$ cat src/rtl/ocp_pkg.sv
package ocp_pkg;

    // Counter width able to hold values 0 .. n-1, at least one bit.
    function automatic int cnt_width(input int n);
        return (n > 1) ? $clog2(n) : 1;
    endfunction

endpackage

$ cat src/rtl/ocp_cycle_latch.sv
// Remembers whether the current PWM period has seen an overcurrent flag.
module ocp_cycle_latch (
    input  logic clk,
    input  logic rst_n,
    input  logic cycle_start,
    input  logic oc_flag,
    input  logic hold_clear,
    output logic seen,
    output logic period_hit
);
    typedef struct packed {
        logic seen;
    } lat_s;

    lat_s st_d, st_q;

    always_comb begin
        st_d = st_q;
        if (hold_clear || cycle_start) begin
            st_d.seen = 1'b0;
        end else if (oc_flag) begin
            st_d.seen = 1'b1;
        end
    end

    always_ff @(posedge clk or negedge rst_n) begin
        if (!rst_n) begin
            st_q <= '0;
        end else begin
            st_q <= st_d;
        end
    end

    assign seen       = st_q.seen;
    // A flag raised in the strobe clock still belongs to the closing period.
    assign period_hit = st_q.seen | oc_flag;
endmodule

$ cat src/rtl/ocp_fault_integrator.sv
// Up/down tally of overcurrent periods, saturating at zero and at the limit.
module ocp_fault_integrator #(
    parameter int FAULT_LIMIT = 7
) (
    input  logic                                          clk,
    input  logic                                          rst_n,
    input  logic                                          close_period,
    input  logic                                          period_hit,
    input  logic                                          clear,
    output logic [ocp_pkg::cnt_width(FAULT_LIMIT+1)-1:0]  tally,
    output logic                                          trip
);
    localparam int CW = ocp_pkg::cnt_width(FAULT_LIMIT + 1);
    localparam logic [CW-1:0] LIM     = CW'(FAULT_LIMIT);
    localparam logic [CW-1:0] LIM_M1  = CW'(FAULT_LIMIT - 1);
    localparam logic [CW-1:0] ONE     = CW'(1);

    typedef struct packed {
        logic [CW-1:0] cnt;
    } int_s;

    int_s st_d, st_q;
    logic trip_w;

    always_comb begin
        st_d   = st_q;
        trip_w = close_period && period_hit && (st_q.cnt == LIM_M1);
        if (clear) begin
            st_d.cnt = '0;
        end else if (close_period) begin
            if (period_hit) begin
                if (st_q.cnt != LIM) begin
                    st_d.cnt = st_q.cnt + ONE;
                end
            end else if (st_q.cnt != '0) begin
                st_d.cnt = st_q.cnt - ONE;
            end
        end
    end

    always_ff @(posedge clk or negedge rst_n) begin
        if (!rst_n) begin
            st_q <= '0;
        end else begin
            st_q <= st_d;
        end
    end

    assign tally = st_q.cnt;
    assign trip  = trip_w;
endmodule

$ cat src/rtl/ocp_hiccup_timer.sv
// Holds the fault state for a number of soft-start periods, then pulses restart.
module ocp_hiccup_timer #(
    parameter int SS_CLKS        = 64,
    parameter int HICCUP_PERIODS = 7
) (
    input  logic clk,
    input  logic rst_n,
    input  logic trip,
    output logic active,
    output logic done,
    output logic restart
);
    localparam int SW = ocp_pkg::cnt_width(SS_CLKS);
    localparam int PW = ocp_pkg::cnt_width(HICCUP_PERIODS);
    localparam logic [SW-1:0] SS_LAST  = SW'(SS_CLKS - 1);
    localparam logic [PW-1:0] PER_LAST = PW'(HICCUP_PERIODS - 1);

    typedef struct packed {
        logic          active;
        logic          restart;
        logic [SW-1:0] ss_cnt;
        logic [PW-1:0] per_cnt;
    } tmr_s;

    tmr_s st_d, st_q;
    logic ss_last, per_last, done_w;

    always_comb begin
        st_d         = st_q;
        ss_last      = (st_q.ss_cnt == SS_LAST);
        per_last     = (st_q.per_cnt == PER_LAST);
        done_w       = st_q.active && ss_last && per_last;
        st_d.restart = done_w;
        if (trip && !st_q.active) begin
            st_d.active  = 1'b1;
            st_d.ss_cnt  = '0;
            st_d.per_cnt = '0;
        end else if (st_q.active) begin
            if (done_w) begin
                st_d.active  = 1'b0;
                st_d.ss_cnt  = '0;
                st_d.per_cnt = '0;
            end else if (ss_last) begin
                st_d.ss_cnt  = '0;
                st_d.per_cnt = st_q.per_cnt + PW'(1);
            end else begin
                st_d.ss_cnt  = st_q.ss_cnt + SW'(1);
            end
        end
    end

    always_ff @(posedge clk or negedge rst_n) begin
        if (!rst_n) begin
            st_q <= '0;
        end else begin
            st_q <= st_d;
        end
    end

    assign active  = st_q.active;
    assign done    = done_w;
    assign restart = st_q.restart;
endmodule

$ cat src/rtl/ocp_hiccup_ctrl.sv
// Top: overcurrent period integrator with hiccup time-out and auto restart.
module ocp_hiccup_ctrl #(
    parameter int SS_CLKS        = 64,
    parameter int HICCUP_PERIODS = 7,
    parameter int FAULT_LIMIT    = 7
) (
    input  logic clk,
    input  logic rst_n,
    input  logic cycle_start,
    input  logic oc_flag,
    output logic hs_en,
    output logic ls_en,
    output logic fault,
    output logic restart
);
    localparam int CW = ocp_pkg::cnt_width(FAULT_LIMIT + 1);

    logic          oc_seen;
    logic          period_hit;
    logic          close_period;
    logic          trip;
    logic          hic_active;
    logic          hic_done;
    logic          hic_restart;
    logic [CW-1:0] fault_cnt;

    assign close_period = cycle_start && !hic_active;

    ocp_cycle_latch u_latch (
        .clk         (clk),
        .rst_n       (rst_n),
        .cycle_start (cycle_start),
        .oc_flag     (oc_flag),
        .hold_clear  (hic_active),
        .seen        (oc_seen),
        .period_hit  (period_hit)
    );

    ocp_fault_integrator #(
        .FAULT_LIMIT (FAULT_LIMIT)
    ) u_integ (
        .clk          (clk),
        .rst_n        (rst_n),
        .close_period (close_period),
        .period_hit   (period_hit),
        .clear        (hic_done),
        .tally        (fault_cnt),
        .trip         (trip)
    );

    ocp_hiccup_timer #(
        .SS_CLKS        (SS_CLKS),
        .HICCUP_PERIODS (HICCUP_PERIODS)
    ) u_timer (
        .clk     (clk),
        .rst_n   (rst_n),
        .trip    (trip),
        .active  (hic_active),
        .done    (hic_done),
        .restart (hic_restart)
    );

    // High side drops in the very clock the comparator fires.
    assign hs_en   = !hic_active && !oc_seen && !oc_flag;
    assign ls_en   = !hic_active;
    assign fault   = hic_active;
    assign restart = hic_restart;
endmodule

$ cat config.mk
export PLATFORM = sky130hd
export DESIGN_NAME = ocp_hiccup_ctrl
export DESIGN_NICKNAME = d
export VERILOG_FILES = /design/src/rtl/ocp_pkg.sv /design/src/rtl/ocp_cycle_latch.sv /design/src/rtl/ocp_fault_integrator.sv /design/src/rtl/ocp_hiccup_timer.sv /design/src/rtl/ocp_hiccup_ctrl.sv
export SDC_FILE = /design/constraint.sdc
export NUM_CORES = 1
export LEC_CHECK = 0
export ABC_AREA = 1
export BUFFER_PORTS_ARGS = -buffer_cell sky130_fd_sc_hd__clkbuf_2
export CORE_UTILIZATION = 39
export DETAILED_ROUTE_END_ITERATION = 10
export GPL_TIMING_DRIVEN = 0
export MAX_ROUTING_LAYER = met4
export PLACE_DENSITY = 0.61
export SYNTH_ARGS = -nofsm -noshare
export SYNTH_HDL_FRONTEND = slang
export SYNTH_SLANG_ARGS = --single-unit
export TNS_END_PERCENT = 1
$ cat constraint.sdc
create_clock -name clk -period 1.4 [get_ports clk]
set_input_delay 0.28 -clock clk [delete_from_list [all_inputs] [get_ports clk]]
set_output_delay 0.28 -clock clk [all_outputs]
set_load 0.02 [all_outputs]
==> reports/summary.txt <==
GRT Overall Usage - 16.55%
drt via density - 5.000
first-pass GRT wire length - 3105 um
initial antenna violation count - 0
Cell Chain, Critical Path - buf_6 -> inv_2 -> buf_4
status - completed
Setup Crit Path Kind - reg -> out
CP peak stage delay - 400 ps
CTS Buffer Depth - 2
Die Y-Extent - 50.83 um
Worst-Margin Slew - 374.0 ps
DRT antenna net count - 0
most common cell after layout, fill and taps aside - nand2_1
area leader, netlist - dfrtp_1
overall routed net length - 1864 um
synth unique cells - 25
endpoints failing setup - 0
Leakage Power - 0.5665 nW
Synth warnings - 0
Synth async-reset ratio - 100.0%
# diodes - 0
Final Cycle Share - 96.68%
number of global-route vias before repair - 753
power per cell area - 653.8 mW/mm^2
RSZ-0062 raised after global routing - true
Req. time, crit path - 1120 ps
Synth area leaders - dfrtp_1 (40%), nand2_1 (13%), nand3_1 (6.5%)
CP startpoint kind - flop
Initial Utilization - 41.62%
final core utilization - 51.82%
clock sinks - 15
dpl hpwl - 1294 um
Post-Synthesis Cells - 116
post-synth net total - 124
Final Hold Viols - 0
crit path capture type - output pin
root buffer cell - clkbuf_4
CP max-delay cell - dfrtp_1
DR WL/cell - 11.37 um
H-Tree Depth - 1
final clock skew - 4.440 ps
worst rel slew slack - 75.07%
drt pass-1 iters - 4
post-synthesis cell area - 929.6 um^2
die width - 50.83 um
IO Pins - 8
Seq/Total Area, Yosys - 40.38%
share of cells above drive strength 1 - 37.50%
CTS Buf Count - 3
worst-skew pair later-pin latency - 290 ps
area grow syn2layout - 24.50%
pin count of the biggest net entering global routing - 16
Yosys top cell area share - 40.38%
Critical Path AT - 1070 ps
TritonCTS clock tree - done
maximum vdd drop - 0.4334 mV
die area - 0.002583 mm^2
Finished Layout Cells - 164
Layout Nets - 145
Max Slew Vio Count - 0
commonest non-fill, non-tap cells in the layout - nand2_1 (30), dfrtp_1 (14), nand3_1 (11)
DR iter-0 viols - 23
Port Buf Inserts - 7
Core ar. - 0.002233 mm^2
number of synthesized flops with an enable pin - 0
post-layout min period - 1354 ps
worst-path fanout max - 10
total congestion overflow - 0
Placer Congestion - 0.7917
Worst Hold Class - in -> reg
via count - 820
total power - 756.7 uW
CTS clk-pin slew, worst paths - 90 ps
#FFs+latches synth - 15
Top FF cell, synth - dfrtp_1
fmax - 738.8 MHz
DRC violations left - 0
# placed instances - 151
syn avg cell area - 8.014 um^2
max cap viols - 0
row count - 17
[final timing paths]
kind	from	end	slack [ps]	depth (start not counted)
worst min-delay path	cycle_start	u_latch.seen$_DFFE_PN0P_	180	2
worst max register to register	u_latch.seen$_DFFE_PN0P_	u_integ.tally[1]$_DFFE_PN0P_	50	4
min in group asynchronous	rst_n	u_timer.st_q[8]$_DFFE_PN0P_	430	2
worst max-delay path	u_timer.active$_DFF_PN0_	ls_en	50	3
worst min register to register	u_timer.st_q[0]$_DFFE_PN0P_	u_timer.st_q[0]$_DFFE_PN0P_	530	2
max in group asynchronous	rst_n	u_integ.tally[0]$_DFFE_PN0P_	680	2
[sequential cells by signal (all words and copies together) (netlist names)]
signal and cells:
u_integ.tally 3, u_latch.seen 1, u_timer.active 1, u_timer.restart 1
u_timer.st_q 9
[power breakdown]
part / internal, mW / switching, mW / total (mW)
sequential: 0.436 / 0.00508 / 0.441
clock: 0.111 / 0.140 / 0.251
combinational: 0.0277 / 0.0367 / 0.0645
[final cells by class]
class,instances,area [um^2]
multi-input cells,86,541.8
well taps,28,35.03
clock buffers,4,26.28
inverters,14,52.55
plain buffers,1,11.26
flip-flops and latches,15,376.6
fillers,231,1076
repair buffers,16,113.9
[synth_stat cells (2+ instances only)]
library cell / number
a21oi_1: 3
inv_2: 6
nand2_1: 32
nor2_1: 8
nand2_2: 2
xor2_1: 2
dfrtp_1: 15
nand3_1: 12
nand3_2: 2
inv_1: 8
ha_1: 3
nor2_2: 3
o21ai_1: 5
nand4_1: 2
nor2_4: 3
[kinds of logic (layout without fill, tap and decap cells)]
logic type | after synthesis | in the layout | share of synthesized area [%]
simple gates | 69 | 69 | 37.55
flops | 15 | 15 | 40.38
fa+ha+maj | 4 | 4 | 6.192
xor+xnor | 3 | 3 | 2.827
buf+inv | 15 | 35 | 6.864
compound gates | 10 | 10 | 6.191
[routing by layer]
layer | vias to the layer above | GRT usage, % | routed length, um
li1 | 410 | - | -
met1 | 384 | 20.49 | 832
met2 | 17 | 27.56 | 939
met3 | 9 | 1.786 | 47
met4 | 0 | 6.944 | 44
met5 | - | - | 0
[repair_timing]
item,in CTS,in global routing
pin swaps,0,7
hold endpoints to repair,15,0
setup endpoints to repair,4,13
resized for setup,5,17
buffers inserted,1,7
hold buffers,1,0
[per-stage QoR]
stage | hold slack (ps) | instance area [um^2] | worst slack (ps) | setup TNS [ps]
after floorplan | -15.59 | 929.6 | 63.41 | 0
after CTS | 179.9 | 1052 | -3.507 | -6.311
final | 176.9 | 1157 | 46.45 | 0
after global routing | 175.5 | 1157 | -29.24 | -173.7
after global placement | 217.6 | 999.7 | -2.840 | -2.840
after detailed placement | 216.9 | 999.7 | -12.21 | -12.21
[critical path: cells and delay by family (launching register included)]
family / cells / cell delay (ps)
buffers and inverters: 3 / 390
flip-flops: 1 / 400
Power figures use the tool's default switching activity.
